[src/rtl/ssp_pkg.sv]
package ssp_pkg;

    typedef enum logic [2:0] {
        ST_IDLE,
        ST_LEAD,
        ST_SCK_HI,
        ST_SCK_LO,
        ST_COMMIT,
        ST_GAP
    } eng_state_t;

    localparam logic [9:0] WA_FRAME = 10'h000;
    localparam logic [9:0] WA_CTRL  = 10'h001;
    localparam logic [9:0] WA_DATA  = 10'h002;
    localparam logic [9:0] WA_STAT  = 10'h003;
    localparam logic [9:0] WA_PRESC = 10'h004;
    localparam logic [9:0] WA_MASK  = 10'h005;
    localparam logic [9:0] WA_RAW   = 10'h006;
    localparam logic [9:0] WA_MIS   = 10'h007;
    localparam logic [6:0] ID_WIN   = 7'h7F;

    localparam int CTRL_LOOP  = 0;
    localparam int CTRL_EN    = 1;
    localparam int CTRL_SLAVE = 2;

    localparam int IRQ_RXH = 2;
    localparam int IRQ_TXH = 3;

endpackage

[src/rtl/ssp_fifo.sv]
module ssp_fifo #(
    parameter int W     = 16,
    parameter int DEPTH = 8
) (
    input  logic                     clk,
    input  logic                     rst_n,
    input  logic                     push,
    input  logic [W-1:0]             push_data,
    input  logic                     pop,
    output logic [W-1:0]             head,
    output logic [$clog2(DEPTH):0]   count
);
    localparam int AW   = $clog2(DEPTH);
    localparam int CNTW = AW + 1;
    localparam logic [CNTW-1:0] FULL_C = CNTW'(DEPTH);

    logic [W-1:0]  mem [DEPTH];
    logic [AW-1:0] wptr_q, rptr_q;
    logic          push_ok, pop_ok;

    assign push_ok = push && (count != FULL_C);
    assign pop_ok  = pop && (count != '0);
    assign head    = mem[rptr_q];

    always_ff @(posedge clk) begin
        if (push_ok) mem[wptr_q] <= push_data;
    end

    always_ff @(posedge clk or negedge rst_n) begin
        if (!rst_n) begin
            wptr_q <= '0;
            rptr_q <= '0;
            count  <= '0;
        end else begin
            if (push_ok) wptr_q <= wptr_q + 1'b1;
            if (pop_ok)  rptr_q <= rptr_q + 1'b1;
            unique case ({push_ok, pop_ok})
                2'b10:   count <= count + 1'b1;
                2'b01:   count <= count - 1'b1;
                default: count <= count;
            endcase
        end
    end

    assert_no_overflow_R3: assert property (@(posedge clk) disable iff (!rst_n)
        count <= FULL_C);

    assert_drop_when_full_R3: assert property (@(posedge clk) disable iff (!rst_n)
        (push && !pop && count == FULL_C) |=> count == FULL_C);

endmodule

[src/rtl/ssp_engine.sv]
module ssp_engine
    import ssp_pkg::*;
#(
    parameter int W  = 16,
    parameter int CW = $clog2(W)
) (
    input  logic          clk,
    input  logic          rst_n,
    input  logic          enable,
    input  logic          slave_req,
    input  logic          loopback,
    input  logic [CW-1:0] frame_m1,
    input  logic [6:0]    presc_hi,
    input  logic          tx_avail,
    input  logic          rx_room,
    input  logic [W-1:0]  tx_data,
    output logic          tx_pop,
    output logic          rx_push,
    output logic [W-1:0]  rx_data,
    output logic          busy,
    output logic          sclk,
    output logic          cs_n,
    output logic          mosi,
    input  logic          miso
);
    localparam logic [CW:0] W_C = (CW+1)'(W);

    eng_state_t    state_q, state_d;
    logic [7:0]    timer_q, half;
    logic [CW:0]   bits_left_q, nbits, shamt;
    logic [W-1:0]  txsh_q, rxsh_q, frame_q;
    logic          tmo, start_ok, load;

    assign nbits    = {1'b0, frame_m1} + 1'b1;
    assign shamt    = W_C - nbits;
    assign half     = (presc_hi == 7'd0) ? 8'd2 : {presc_hi, 1'b0};
    assign tmo      = (timer_q == 8'd0);
    assign start_ok = enable && !slave_req && tx_avail && rx_room;
    assign load     = ((state_q == ST_IDLE) || (state_q == ST_GAP && tmo)) && start_ok;

    always_comb begin
        state_d = state_q;
        unique case (state_q)
            ST_IDLE:   if (start_ok) state_d = ST_LEAD;
            ST_LEAD:   if (tmo) state_d = ST_SCK_HI;
            ST_SCK_HI: if (tmo) state_d = (bits_left_q == 1) ? ST_COMMIT : ST_SCK_LO;
            ST_SCK_LO: if (tmo) state_d = ST_SCK_HI;
            ST_COMMIT: state_d = ST_GAP;
            ST_GAP:    if (tmo) state_d = start_ok ? ST_LEAD : ST_IDLE;
            default:   state_d = ST_IDLE;
        endcase
    end

    always_ff @(posedge clk or negedge rst_n) begin
        if (!rst_n) state_q <= ST_IDLE;
        else        state_q <= state_d;
    end

    always_ff @(posedge clk or negedge rst_n) begin
        if (!rst_n) begin
            timer_q     <= '0;
            bits_left_q <= '0;
            txsh_q      <= '0;
            rxsh_q      <= '0;
            frame_q     <= '0;
        end else begin
            if (state_d != state_q) timer_q <= half - 8'd1;
            else if (!tmo)          timer_q <= timer_q - 8'd1;

            if (load) begin
                frame_q     <= tx_data;
                txsh_q      <= tx_data << shamt;
                bits_left_q <= nbits;
                rxsh_q      <= '0;
            end else if (tmo && (state_q == ST_LEAD || state_q == ST_SCK_LO)) begin
                rxsh_q <= {rxsh_q[W-2:0], miso};
            end else if (tmo && state_q == ST_SCK_HI) begin
                bits_left_q <= bits_left_q - 1'b1;
                if (bits_left_q != 1) txsh_q <= {txsh_q[W-2:0], 1'b0};
            end
        end
    end

    always_comb begin
        tx_pop  = load;
        rx_push = (state_q == ST_COMMIT);
        rx_data = loopback ? frame_q : rxsh_q;
        busy    = (state_q != ST_IDLE);
        cs_n    = (state_q == ST_IDLE);
        sclk    = (state_q == ST_SCK_HI);
        mosi    = txsh_q[W-1];
    end

    assert_start_gated_R8: assert property (@(posedge clk) disable iff (!rst_n)
        tx_pop |-> (enable && !slave_req && rx_room && tx_avail));

    assert_sclk_framed_R11: assert property (@(posedge clk) disable iff (!rst_n)
        sclk |-> !cs_n);

    assert_slave_blocks_R12: assert property (@(posedge clk) disable iff (!rst_n)
        (enable && slave_req && cs_n) |=> cs_n);

endmodule

[src/rtl/ssp_master.sv]
module ssp_master
    import ssp_pkg::*;
#(
    parameter int          DW       = 16,
    parameter int          DEPTH    = 8,
    parameter logic [63:0] ID_BYTES = 64'h5A3C_11E4_0007_C196
) (
    input  logic          clk,
    input  logic          rst_n,
    input  logic [11:2]   addr,
    input  logic          wr_en,
    input  logic          rd_en,
    input  logic [15:0]   wdata,
    output logic [31:0]   rdata,
    output logic          irq,
    output logic          unsupported,
    output logic          sclk,
    output logic          cs_n,
    output logic          mosi,
    input  logic          miso
);
    localparam int CW   = $clog2(DW);
    localparam int CNTW = $clog2(DEPTH) + 1;
    localparam logic [CNTW-1:0] FULL_C = CNTW'(DEPTH);
    localparam logic [CNTW-1:0] HALF_C = CNTW'(DEPTH / 2);

    logic [CW-1:0] frame_q;
    logic [3:0]    ctrl_q;
    logic [7:0]    presc_q;
    logic [3:0]    mask_q;
    logic [DW-1:0] last_rx_q;

    logic [DW-1:0]   fmask, tx_head, rx_head, eng_rx;
    logic [CNTW-1:0] tx_cnt, rx_cnt;
    logic            tx_push, tx_pop, rx_push, rx_pop, busy;
    logic [CW:0]     nbits;
    logic [3:0]      raw, mis;
    logic [4:0]      status;

    assign nbits   = {1'b0, frame_q} + 1'b1;
    assign fmask   = ~({DW{1'b1}} << nbits);
    assign tx_push = wr_en && (addr == WA_DATA);
    assign rx_pop  = rd_en && (addr == WA_DATA) && (rx_cnt != '0);

    ssp_fifo #(.W(DW), .DEPTH(DEPTH)) u_txq (
        .clk(clk), .rst_n(rst_n),
        .push(tx_push), .push_data(wdata[DW-1:0] & fmask),
        .pop(tx_pop), .head(tx_head), .count(tx_cnt)
    );

    ssp_fifo #(.W(DW), .DEPTH(DEPTH)) u_rxq (
        .clk(clk), .rst_n(rst_n),
        .push(rx_push), .push_data(eng_rx & fmask),
        .pop(rx_pop), .head(rx_head), .count(rx_cnt)
    );

    ssp_engine #(.W(DW), .CW(CW)) u_eng (
        .clk(clk), .rst_n(rst_n),
        .enable(ctrl_q[CTRL_EN]), .slave_req(ctrl_q[CTRL_SLAVE]),
        .loopback(ctrl_q[CTRL_LOOP]), .frame_m1(frame_q),
        .presc_hi(presc_q[7:1]),
        .tx_avail(tx_cnt != '0), .rx_room(rx_cnt != FULL_C),
        .tx_data(tx_head), .tx_pop(tx_pop), .rx_push(rx_push),
        .rx_data(eng_rx), .busy(busy),
        .sclk(sclk), .cs_n(cs_n), .mosi(mosi), .miso(miso)
    );

    always_ff @(posedge clk or negedge rst_n) begin
        if (!rst_n) begin
            frame_q   <= '0;
            ctrl_q    <= '0;
            presc_q   <= '0;
            mask_q    <= '0;
            last_rx_q <= '0;
        end else begin
            if (wr_en) begin
                unique case (addr)
                    WA_FRAME: frame_q <= wdata[CW-1:0];
                    WA_CTRL:  ctrl_q  <= wdata[3:0];
                    WA_PRESC: presc_q <= wdata[7:0];
                    WA_MASK:  mask_q  <= wdata[3:0];
                    default:  ;
                endcase
            end
            if (rx_pop) last_rx_q <= rx_head;
        end
    end

    always_comb begin
        raw          = '0;
        raw[IRQ_RXH] = (rx_cnt >= HALF_C);
        raw[IRQ_TXH] = (tx_cnt <= HALF_C);
        mis          = raw & mask_q;
        irq          = |mis;
        unsupported  = ctrl_q[CTRL_EN] && ctrl_q[CTRL_SLAVE];
        status       = {busy, rx_cnt == FULL_C, rx_cnt != '0,
                        tx_cnt != FULL_C, tx_cnt == '0};
    end

    always_comb begin
        rdata = '0;
        if (addr[11:5] == ID_WIN) begin
            rdata[7:0] = ID_BYTES[addr[4:2]*8 +: 8];
        end else begin
            unique case (addr)
                WA_FRAME: rdata[CW-1:0] = frame_q;
                WA_CTRL:  rdata[3:0]    = ctrl_q;
                WA_DATA:  rdata[DW-1:0] = (rx_cnt != '0) ? rx_head : last_rx_q;
                WA_STAT:  rdata[4:0]    = status;
                WA_PRESC: rdata[7:0]    = presc_q;
                WA_MASK:  rdata[3:0]    = mask_q;
                WA_RAW:   rdata[3:0]    = raw;
                WA_MIS:   rdata[3:0]    = mis;
                default:  rdata         = '0;
            endcase
        end
    end

    assert_irq_tx_R7: assert property (@(posedge clk) disable iff (!rst_n)
        (mask_q[IRQ_TXH] && tx_cnt <= HALF_C) |-> irq);

    assert_irq_rx_R6: assert property (@(posedge clk) disable iff (!rst_n)
        (mask_q[IRQ_RXH] && rx_cnt >= HALF_C) |-> irq);

    assert_no_rx_overrun_R8: assert property (@(posedge clk) disable iff (!rst_n)
        rx_push |-> rx_cnt != FULL_C);

    assert_idle_when_empty_R5: assert property (@(posedge clk) disable iff (!rst_n)
        (tx_cnt == '0 && cs_n) |=> cs_n);

endmodule

[config.mk]
export PLATFORM = sky130hd
export DESIGN_NAME = ssp_master
export DESIGN_NICKNAME = d
export VERILOG_FILES = /design/src/rtl/ssp_pkg.sv /design/src/rtl/ssp_fifo.sv /design/src/rtl/ssp_engine.sv /design/src/rtl/ssp_master.sv
export SDC_FILE = /design/constraint.sdc
export NUM_CORES = 1
export LEC_CHECK = 0
export BUFFER_PORTS_ARGS = -buffer_cell sky130_fd_sc_hd__buf_2
export CAP_MARGIN = 25
export CORE_ASPECT_RATIO = 0.5
export CORE_MARGIN = 4
export CORE_UTILIZATION = 40
export CTS_BUF_LIST = sky130_fd_sc_hd__clkbuf_8
export DETAILED_ROUTE_END_ITERATION = 8
export GPL_TIMING_DRIVEN = 0
export PLACE_DENSITY = 0.61
export SLEW_MARGIN = 20
export SYNTH_ARGS = -nofsm -noshare
export SYNTH_HDL_FRONTEND = slang
export SYNTH_SLANG_ARGS = --single-unit
[constraint.sdc]
create_clock -name clk -period 7 [get_ports clk]
set_clock_uncertainty 0.1 [all_clocks]
set_input_delay 0.7 -clock clk [delete_from_list [all_inputs] [get_ports clk]]
set_output_delay 0.7 -clock clk [all_outputs]
set_load 0.01 [all_outputs]
# Word level (Yosys, flattened, before mapping)
# Memory sizes are Yosys's and may differ from the RTL's.
# Index checks and enable logic that the tools add are counted.
[totals]
ff_bits = 120
latchBits = 0
input_bits = 31
mem_bits_rw = 256
rom_bits = 0
out_inout_bits = 37
mem_count = 2
[op_classes]
reduce_logical = 39
bitwise_logic = 4
multipliers = 0
n_lt_le_gt_ge = 2
n_eq_ne = 25
shifts = 3
mux = 33
n_addsub = 13
div = 0
[memory_table]
columns = ["memory", "words", "width", "rd", "rd_ports_with_merged_regs", "wr", "line", "rtl"]
rows = [
  ["u_rxq.mem", 8, 16, 1, 0, 1, "ssp_fifo.sv:17", "logic [W-1:0] mem [DEPTH];"],
  ["u_txq.mem", 8, 16, 1, 0, 1, "ssp_fifo.sv:17", ""],
]
[ops]
columns = ["operator", "count"]
rows = [
  ["16-bit two-way mux", 8],
  ["64-bit by 7-bit variable part select with 8-bit output, first input constant", 1],
  ["8-bit two-way mux", 6],
  ["10-bit by 3-bit equality test with 1-bit output, second input constant", 4],
  ["16-bit AND", 2],
  ["4-bit case mux with 8 select lines", 1],
  ["10-bit by 2-bit equality test with 1-bit output, second input constant", 2],
  ["16-bit NOT", 1],
  ["4-bit case mux with 2 select lines", 2],
  ["16-bit by 5-bit << shifter with 16-bit output", 1],
  ["16-bit by 5-bit << shifter with 16-bit output, first input constant", 1],
  ["8-bit by 1-bit subtractor with 8-bit output, second input constant", 2],
  ["1-bit logical AND", 15],
  ["3-bit two-way mux", 5],
  ["5-bit two-way mux", 3],
  ["3-bit case mux with 5 select lines", 1],
  ["3-bit by 1-bit adder with 3-bit output, second input constant", 4],
  ["10-bit by 1-bit equality test with 1-bit output, second input constant", 1],
  ["10-bit logical NOT", 1],
  ["2-bit AND reduction", 5],
  ["2-bit nonzero test", 5],
  ["4-bit by 1-bit adder with 4-bit output, second input constant", 2],
  ["8-bit logical NOT", 1],
  ["4-bit != test, second input constant", 2],
  ["other kinds (31)", 43],
]

# Logic depth before layout (Yosys ltp)
# Gate-level depths: netlist of run 1.
[depth]
ltp_word = 9
mapped_depth = 13
ltp_nobuf = 12

# Cells and area by module
# Synthesis of run 1 repeated with hierarchy kept, for this count alone.
[hier_totals]
cells_unflattened = 1193
hier_area_um2 = 17819.6
[modules_own_cells]
columns = ["module", "area_each_um2", "seq_area_each_um2", "instances", "cells_per_inst"]
rows = [
  ["ssp_fifo (u_txq)", 5546.6, 4093.9, 1, 251],
  ["ssp_fifo (u_rxq)", 5544.1, 4093.9, 1, 251],
  ["ssp_engine", 3988.8, 1601.5, 1, 402],
  ["ssp_master", 2740.1, 900.9, 1, 289],
]

# Worst setup path after synthesis of run 1
# OpenSTA, ideal clock, no wires.
[synth_path]
kind = "input -> register"
start = "input addr[9] in the netlist's numbering"
end = "memory u_txq.mem[1][0] (enable)"
stages = 6
slack_ns = 3.004
n_path_buf = 0
setup_ns = 0.409
arrival_time_ns = 3.487
required_ns = 6.491
path_cell_list = "or4_1 -> nor3_1 -> nand2_1 -> nor2_1 -> nand2_1 -> nor3_1"
[synth_between]
elab_chain_len = 5
[synth_lines]
columns = ["element", "line", "rtl"]
rows = [
  ["from (decl)", "ssp_master.sv:10", "input logic [11:2] addr,"],
  ["10-bit by 2-bit equality test with 1-bit output", "ssp_master.sv:42", "assign tx_push = wr_en && (addr == WA_DATA);"],
  ["1-bit logical AND", "ssp_master.sv:42", ""],
  ["1-bit logical AND", "ssp_fifo.sv:21", "assign push_ok = push && (count != FULL_C);"],
  ["1-bit two-way mux", "ssp_fifo.sv:26", "if (push_ok) mem[wptr_q] <= push_data;"],
  ["1-bit two-way mux (not written as such)", "ssp_fifo.sv:26", ""],
  ["to (decl)", "ssp_fifo.sv:17", ""],
]
# Every way passes these cells.

# Final worst setup path of run 1
[layout_path]
start = "input addr[9] in the netlist's numbering"
end = "register u_rxq.count[3]"
[layout_between]
elab_chain_len = 6
word_cells_on_any_way = 8
classes_between = "3 x eq/ne; 1 x mux; 4 x reduce/logical"
[layout_lines]
columns = ["element", "line", "rtl"]
rows = [
  ["10-bit by 2-bit equality test with 1-bit output (*)", "ssp_master.sv:43", "assign rx_pop = rd_en && (addr == WA_DATA) && (rx_cnt != '0);"],
  ["1-bit logical AND (*) (2 in a row)", "ssp_master.sv:43", ""],
  ["named net rx_pop", "ssp_master.sv:35", "logic tx_push, tx_pop, rx_push, rx_pop, busy;"],
  ["1-bit logical AND (*)", "ssp_fifo.sv:22", "assign pop_ok = pop && (count != '0);"],
  ["2-bit by 1-bit equality test with 1-bit output or 2-bit equality test (tied branches)", "ssp_fifo.sv:37", "unique case ({push_ok, pop_ok})"],
  ["4-bit case mux with 2 select lines or 2-bit nonzero test (tied branches)", "n/a", ""],
  ["to (signal assigned)", "ssp_fifo.sv:38", "2'b10: count <= count + 1'b1;"],
  ["to (signal assigned)", "ssp_fifo.sv:39", "2'b01: count <= count - 1'b1;"],
  ["to (signal assigned)", "ssp_fifo.sv:40", "default: count <= count;"],
  ["to (decl)", "ssp_fifo.sv:11", "output logic [$clog2(DEPTH):0] count"],
]
# Mark *: on every way through the listed nets, which the timed path passes. The rest lies on a longest branch.
# A chain may end at the register's enable or synchronous reset.

==> results of run 1 <==
-- cell families after synthesis --
kind of cell / count (synthesis) / share of synthesized area (%)
AO/OA/AOI/OAI: 233 / 8.60
flip-flops: 376 / 61.7
other: 1 / 0.0216
adder cells (fa/ha/maj): 25 / 1.89
XOR/XNOR: 25 / 1.26
AND/OR/NAND/NOR: 346 / 9.03
multiplexers: 167 / 14.4
buffers and inverters: 111 / 3.08
-- cells in the mapped netlist, drive strengths merged, types with 4 or more instances --
master / n
a211oi: 19
a21o: 8
a21oi: 55
a221oi: 4
a222oi: 4
a22oi: 12
a31oi: 5
and2: 6
and3: 6
buf: 32
clkbuf: 47
dfrtp: 120
edfxtp: 256
ha: 23
inv: 30
mux2: 43
mux2i: 63
mux4: 61
nand2: 126
nand2b: 14
nand3: 17
nor2: 112
nor2b: 10
nor3: 21
nor4: 5
o211ai: 4
o21a: 5
o21ai: 69
o221ai: 5
o22ai: 11
or3: 9
xnor2: 15
xor2: 10
-- layout make-up --
| cell class | count | area (µm²) |
|---|---|---|
| clock inverters | 43 | 225 |
| inverters | 31 | 116 |
| fillers | 3755 | 22600 |
| flip-flops and latches | 376 | 10700 |
| repair buffers | 77 | 563 |
| well taps | 577 | 722 |
| plain buffers | 80 | 417 |
| clock buffers | 57 | 785 |
| multi-input cells | 812 | 6210 |
-- metal layers --
layer | global-route usage, % | part of all wire, % | routed length (µm)
met1 | 26.2 | 43 | 19200
met2 | 32.6 | 49 | 21800
met3 | 3.10 | 6.2 | 2750
met4 | 4.00 | 1.3 | 576
met5 | 0 | 0 | 0
-- power by group through the flow --
stage | Sequential [W] | Clock [W] | Combinational (W)
floorplan | 0.00247 | 0 | 0.000190
global placement | 0.00248 | 0 | 0.000264
detailed placement | 0.00248 | 0 | 0.000277
CTS | 0.00243 | 0.00169 | 0.000279
global route | 0.00244 | 0.00179 | 0.000311
finish | 0.00244 | 0.00165 | 0.000279
-- stage by stage --
stage	worst slack, ns	cell area (µm²)	instances	hold slack [ns]	total power (W)
after detailed placement	1.86	18700	1950	0.369	0.00276
final	2.41	19700	2053	0.00977	0.00436
after global routing	2.22	19700	2053	0.0415	0.00454
after floorplan	3.00	17400	1299	0.304	0.00266
after CTS	2.34	19700	2050	0.00721	0.00440
after global placement	1.24	18400	1927	0.370	0.00274
-- path summary, 6_finish.rpt --
kind / endpoint / depth (start not counted) / slack [ns] / start
max: u_rxq.count[3] / 13 / 2.41 / addr[9]
min: u_eng.timer_q[6] / 1 / 0.01 / rst_n
max reg2reg: u_txq.mem[4][5] / 9 / 2.48 / frame_q[0]
min reg2reg: u_eng.frame_q[0] / 2 / 0.39 / u_eng.frame_q[0]
max in group asynchronous: u_eng.frame_q[4] / 2 / 6.05 / rst_n
min in group clk: u_eng.rxsh_q[0] / 3 / 0.25 / miso
-- registers in the layout (all words and copies together), names as in the netlist --
name	count
ctrl_q	4
frame_q	4
last_rx_q	16
mask_q	4
presc_q	8
u_eng.bits_left_q	5
u_eng.frame_q	16
u_eng.rxsh_q	16
u_eng.state_q	3
u_eng.timer_q	8
u_eng.txsh_q	16
u_rxq.count	4
u_rxq.mem	128
u_rxq.rptr_q	3
u_rxq.wptr_q	3
u_txq.count	4
u_txq.mem	128
u_txq.rptr_q	3
u_txq.wptr_q	3
-- cell usage in the layout, fill, tap and decap left out, types with 10 or more instances in the layout --
cell type  count
o21ai_0       69
a211oi_1      19
nand2_1      125
a22oi_1       12
xor2_1        10
nor2b_1       10
buf_2         61
ha_1          23
clkbuf_8      60
a21oi_1       55
mux4_2        59
inv_1         50
nand3_1       17
clkbuf_1      44
nand2b_1      14
conb_1        16
nor2_2        12
mux2_2        43
xnor2_1       15
dfrtp_1      120
edfxtp_1     256
buf_4         22
nor2_1       100
mux2i_1       63
o22ai_1       11
nor3_1        17
==> metrics.csv, run 1 <==
metric,value,unit
rsz0062_at_grt,false,
grt_first_pass_wirelength,68800,µm
setup_viol,0,
synthFlopType,edfxtp_1,
cts_resized,0,
path_max_fanout,10,
cts_tree,done,
hold_buffers,0,
rows,53,
critical_path.top_delay_family,simple AND/OR/NAND/NOR gates,
maxSlewHeadroom,34.1,%
clockRootBuffer,clkbuf_8,
drt-initial-drc-count,1098,
dp_hpwl,32400,µm
swShare,24.1,%
p_sw,0.00105,W
worstHoldPathType,in -> async,
status,"finished, final reports clean",
antenna_left,0,
postCtsSetupRepairBufs,0,
fin_nets,1489,
grt_max_degree,68,
cts.sinks,376,
path_buf_inv,2,
io_pins,68,
routedWlPerCell,21.6,µm
overflow,0,
slowest_delay,0.74,ns
syn_inst,1284,
cp.required,7.40,ns
gp_congestion,0.891,
area_delta_synth_final,13.9,%
drv_slew,0,
fp.dieW,302,µm
cp_cell_sequence,buf_2 -> or4_1 -> nor3_1 -> nand2_1 -> nor2_1 -> clkbuf_1 -> ha_1 -> ha_1 -> a21o_1 -> a21oi_1 -> xnor2_1 -> nor2_1 -> xor2_1,
slowest_stage,nor2_1,
combPwrFrac,6.4,%
cts_made_buffers,55,
coreArea,42400,µm²
crit_path_start_kind,primary input,
period_share,65.6,%
io_buffers,51,
path_clk_slew,0.07,ns
cts_htree_levels,2,
yosys.area.top_type_share,44.4,%
ys_warn_count,0,
yosys-top-cells-area,"edfxtp_1 44%, dfrtp_1 17%, mux4_2 7.7%, mux2i_1 3.6%, mux2_2 2.8%",
ir_drop,0.125,mV
async_flop_share,31.9,%
synth_area,17300,µm²
cts_buffer_depth,3,
p_clk_share,37.7,%
yosysSeqAreaShare,61.7,%
vias,11200,
drive_gt1_share,21.1,%
synth_cell_types,73,
yosys.area.top_type,edfxtp_1,
post-route-drc-count,0,
power_frac_seq,55.9,%
cp_data_arrival_time,4.99,ns
fmax,0.218,GHz
synth-edff-count,256,
p_int,0.00331,W
grt_pass1_vias,11500,
final-hold-violation-count,0,
worst_pin_slew,0.978,ns
first_pass_iters,6,
grtUsageTotal,19.1,%
postSynthAreaPerCell,13.5,µm²
clk_latency,0.62,ns
cap_violations,0,
final_util,46.6,%
routed_via_density,5.47,
antenna_found_initial,1,
drt_wl_total,44300,µm
p_per_area,221,nW/µm²
dieArea,46900,µm²
ys_ff_latch,376,
period_minus_slack,4.59,ns
die_h,155,µm
leakagePower,7.74,nW
critPathKind,in -> reg,
diodes,0,
fin_tns_setup,0,ns
initial_core_util,40.9,%
cp-end-kind,register,
Power figures use the tool's default switching activity.
==> inputs of run 2 (changes only) <==
Clock period 7 ns to 4.7 ns, I/O delays scaled along.
==> metrics.csv, run 2 (same netlist as run 1, synthesis figures left out) <==
metric,value,unit
status,"finished, final reports clean",
grt_first_pass_wirelength,68800,µm
antenna_left,0,
cp-end-kind,register,
cap_violations,0,
coreArea,42400,µm²
drt_wl_total,44300,µm
fmax,0.223,GHz
ir_drop,0.187,mV
initial_core_util,40.9,%
area_delta_synth_final,14.1,%
antenna_found_initial,1,
final-hold-violation-count,0,
routedWlPerCell,21.6,µm
routed_via_density,5.45,
whs,0.0370,ns
final_util,46.6,%
diodes,0,
period_share,95.3,%
period_minus_slack,4.48,ns
maxSlewHeadroom,34.6,%
multi_input_area,6220,µm²
grt_max_degree,68,
path_max_fanout,10,
setup_viol,0,
clk_latency,0.62,ns
drt-initial-drc-count,1067,
first_pass_iters,5,
worst_pin_slew,0.975,ns
cts_buffer_depth,3,
post-route-drc-count,0,
gp_congestion,0.891,
cts_htree_levels,2,
cts.sinks,376,
grt_pass1_vias,11500,
reg_top3,"u_rxq.mem: 128 flops, u_txq.mem: 128 flops",
cp.required,5.07,ns
dp_hpwl,32400,µm
path_clk_slew,0.07,ns
ff_latch_area,10700,µm²
vias,11200,
io_pins,68,
leakagePower,7.75,nW
clockRootBuffer,clkbuf_8,
rsz0062_at_grt,false,
dieArea,46900,µm²
cts_tree,done,
drive_gt1_share,21.1,%
drv_slew,0,
p_per_area,329,nW/µm²
final_cell_mix,"256 x edfxtp_1, 125 x nand2_1, 120 x dfrtp_1, 100 x nor2_1, 69 x o21ai_0",
crit_path_start_kind,register,
fp.dieW,302,µm
fin_nets,1492,
die_h,155,µm
r2r_setup_slack,0.22,ns
overflow,0,
io_buffers,51,
fillers,3755,
critPathKind,reg -> reg,
rows,53,
final_common_cell,edfxtp_1,
worstHoldPathType,in -> reg,
grtUsageTotal,19.1,%
cts_made_buffers,55,
cp_data_arrival_time,4.85,ns
## run 2: changes by cell type in the layout (fill, tap and decap cells not counted), sizes merged
cell | before | now
dlygate4sd3 | 0 | 3
## run 2: path summary, 6_finish.rpt
check / endpoint / cells past startpoint / from
setup / recovery: u_eng.txsh_q[15] / 10 / frame_q[0]
hold / removal: presc_q[4] / 2 / wdata[4]
setup reg to reg: u_eng.txsh_q[15] / 10 / frame_q[0]
hold reg to reg: u_eng.frame_q[0] / 2 / u_eng.frame_q[0]
max in group asynchronous: u_eng.frame_q[4] / 3 / rst_n
min in group asynchronous: u_eng.timer_q[6] / 2 / rst_n
## run 2: worst max-delay path, stage by stage, from the launching register on
cell and delay [ns]:
dfrtp_1 0.43, clkbuf_1 0.54, clkinv_1 0.45, clkbuf_1 0.38, ha_1 0.50, buf_1 0.48
buf_1 0.61, mux2i_1 0.35, a31oi_1 0.13, o311ai_0 0.16, o221ai_1 0.19
## run 2: per-layer routing
layer  vias up  track usage [%]  share of wire, %
li1       5123                -                 -
met1      5725             26.2                44
met2       317             32.6                49
met3        49             3.10               5.4
met4         0             4.00               1.3
met5         -                0                 0
## run 2: final cells by class
| class | count | area share [%] |
|---|---|---|
| flip-flops and latches | 376 | 54.1 |
| clock buffers | 57 | 3.97 |
| multi-input cells | 812 | 31.5 |
| repair buffers | 80 | 3.00 |
| clock inverters | 43 | 1.14 |
| inverters | 31 | 0.589 |
| plain buffers | 80 | 2.11 |
| well taps | 577 | 3.65 |
## run 2: metrics by stage
stage          setup WS, ns  cell area [µm²]  instances  total power, W  setup TNS (ns)
2_1_floorplan         0.934            17400       1299         0.00396               0
3_3_place_gp         -0.834            18400       1927         0.00408          -24.57
3_5_place_dp         -0.206            18700       1950         0.00411          -0.221
4_1_cts               0.237            19700       2053         0.00656               0
5_1_grt              0.0547            19800       2056         0.00676               0
6_report              0.221            19800       2056         0.00650               0
## run 2: timing repair
item                                   4_1_cts  5_1_grt
gates resized for setup                      0        1
hold buffers                                 3        0
setup endpoints to repair                    0        8
endpoints found under the hold margin       68        0
setup buffers                                0        0
## run 2: power breakdown
part           switching [W]  internal [W]  total [W]
clock network        0.00126       0.00119    0.00245
registers          0.0000539       0.00358    0.00363
logic               0.000250      0.000167   0.000418
==> inputs of run 3 (changes only) <==
Settings changed: CTS_BUF_LIST sky130_fd_sc_hd__clkbuf_8 to sky130_fd_sc_hd__clkbuf_4, SYNTH_HIERARCHICAL set to 1.
==> metrics.csv, run 3 <==
metric,value,unit
power_frac_seq,51.0,%
area_delta_synth_final,15.2,%
combPwrFrac,10.6,%
drt-initial-drc-count,863,
drive_gt1_share,30.5,%
routed_via_density,5.36,
cts_tree,done,
setup_viol,0,
fillers,3818,
syn_inst,1193,
gp_congestion,0.881,
ir_drop,0.160,mV
finish.cell_count_without_fillers,2051,
clockRootBuffer,clkbuf_4,
die_h,157,µm
vias,11000,
critPathKind,reg -> reg,
cp.required,5.25,ns
yosys.area.top_type_share,43.1,%
p_per_area,360,nW/µm²
grt_pass1_vias,11400,
path_max_fanout,10,
fin_tns_setup,0,ns
drt_wl_total,42600,µm
min_path_cells,2,
cts_htree_levels,3,
dp_worst_setup_slack,0.203,ns
synth-edff-count,256,
cap_violations,0,
cts_resized,0,
p_int,0.00546,W
path_clk_slew,0.09,ns
cts_made_buffers,91,
synth_cell_types,88,
r2r_start,u_txq/count[3],
yosys.area.top_type,edfxtp_1,
rows,54,
p_sw,0.00193,W
worst_pin_slew,0.918,ns
slowest_stage,or4b_2,
post-route-drc-count,0,
fmax,0.229,GHz
final_common_cell,edfxtp_1,
first_pass_iters,5,
place_inst,1866,
initial_core_util,40.7,%
fin_nets,1437,
p_clk_share,38.4,%
async_flop_share,31.9,%
swShare,26.1,%
worstHoldPathType,in -> reg,
antenna_left,0,
period_minus_slack,4.37,ns
synth_area,17800,µm²
min_from,wdata[15],
antenna_found_initial,3,
clk_latency,0.76,ns
netlist_top_cells_count,"256 x edfxtp_1, 124 x nand2_1, 120 x dfrtp_1",
period_share,92.9,%
coreArea,43800,µm²
routedWlPerCell,20.8,µm
holdPathEnd,u_txq/mem[4][15],
crit_path_start_kind,register,
cts.sinks,376,
r2r_setup_slack,0.33,ns
fin_ws,0.334,ns
final_cell_mix,"256 x edfxtp_1, 140 x clkbuf_4, 124 x nand2_1, 120 x dfrtp_1, 82 x mux2_2",
cts_buffer_depth,3,
yosys-top-cells-area,"edfxtp_1 43%, dfrtp_1 17%, mux4_1 7.4%, mux2_2 5.2%, mux4_2 3.4%",
ys_ff_latch,376,
timing.rr.end,u_txq/count[3],
cp-startpoint,u_txq/count[3],
maxSlewHeadroom,38.0,%
synthFlopType,edfxtp_1,
cp_cell_sequence,or4_1 -> and4b_1 -> nand2b_1 -> buf_6 -> inv_4 -> buf_4 -> buf_4 -> o41ai_1 -> inv_1 -> ha_1 -> ha_1 -> or4b_2 -> o311ai_0 -> o211ai_1,
yosysSeqAreaShare,60.0,%
slowest_delay,0.69,ns
dieArea,48200,µm²
fp.dieW,306,µm
rsz0062_at_grt,false,
cp_data_arrival_time,4.91,ns
status,"finished, final reports clean",
reg2reg_depth,14,
leakagePower,7.79,nW
final-hold-violation-count,0,
dp_hpwl,29800,µm
yosysMostFrequentCell,edfxtp_1,
grt_first_pass_wirelength,66000,µm
grtUsageTotal,17.8,%
cp-end-kind,register,
critical_path.top_delay_family,simple AND/OR/NAND/NOR gates,
io_buffers,50,
io_pins,68,
ys_warn_count,6,
power,0.00739,W
overflow,0,
postSynthAreaPerCell,14.9,µm²
reg_top3,"u_rxq/mem: 128 flops, u_txq/mem: 128 flops",
drv_slew,0,
path_buf_inv,5,
grt_max_degree,77,
[run 3: changes by cell type in the layout (fill, tap and decap cells not counted), moves of 39 or more]
cell	previous run	this run
clkbuf_4	0	140
clkbuf_8	60	0
nor2_1	100	40
o21ai_0	69	17
mux4_1	2	50
mux2_2	43	82
mux2i_1	63	24
[run 3: how the worst max path moves through the flow]
stage | endpoint | slack [ns] | depth (start not counted)
2_1_floorplan | u_txq/count[3] | 0.87 | 14
3_3_place_gp | u_txq/mem[1][11] | 0.0007 | 6
3_5_place_dp | u_txq/count[3] | 0.20 | 14
6_report | u_txq/count[3] | 0.33 | 14
4_1_cts | u_txq/count[3] | 0.20 | 14
5_1_grt | u_txq/count[3] | 0.11 | 14
[run 3: stage by stage]
stage | area, µm² | utilization, % | hold WS, ns
global placement | 18900 | 43.1 | 0.356
floorplan | 17900 | - | 0.0744
detailed placement | 19200 | 43.8 | 0.334
finish | 20500 | 46.9 | 0.0892
global route | 20500 | 46.9 | 0.0202
CTS | 20500 | 46.9 | 0.00951
[run 3: final cells by class]
cell class	count	area, µm²	share of cell area (%)
plain buffers	76	519	2.53
repair buffers	81	606	2.95
clock buffers	140	1050	5.12
inverters	31	119	0.579
multi-input cells	725	6600	32.2
diodes	2	5.00	0.0244
clock inverters	32	200	0.975
well taps	588	736	3.58
flip-flops and latches	376	10700	52.1
[run 3: routing by layer]
| layer | GRT usage (%) | wire, µm |
|---|---|---|
| met3 | 3.86 | 2300 |
| met2 | 29.9 | 20800 |
| met5 | 0 | 0 |
| met4 | 4.59 | 561 |
| met1 | 23.9 | 18900 |
[run 3: power groups by stage]
stage                     registers [W]  clock network [W]  logic [W]
after floorplan                 0.00380                  0   0.000558
after global placement          0.00383                  0   0.000723
after detailed placement        0.00384                  0   0.000773
after CTS                       0.00377            0.00292   0.000782
after global routing            0.00379            0.00312   0.000856
final                           0.00377            0.00283   0.000783
[run 3: what timing repair did]
action                                 in CTS  in global routing
hold buffers                               10                  0
setup endpoints to repair                   0                  1
endpoints found under the hold margin     141                  0
setup buffers                               0                  1
[run 3: kinds of logic after synthesis]
family / Yosys count / share of synthesized area [%]
adder cells (fa/ha/maj): 24 / 1.77
multiplexers: 193 / 18.2
AND/OR/NAND/NOR: 316 / 9.16
flip-flops: 376 / 60.0
XOR/XNOR: 24 / 1.18
AO/OA/AOI/OAI: 152 / 6.14
other: 1 / 0.0210
buffers and inverters: 107 / 3.58
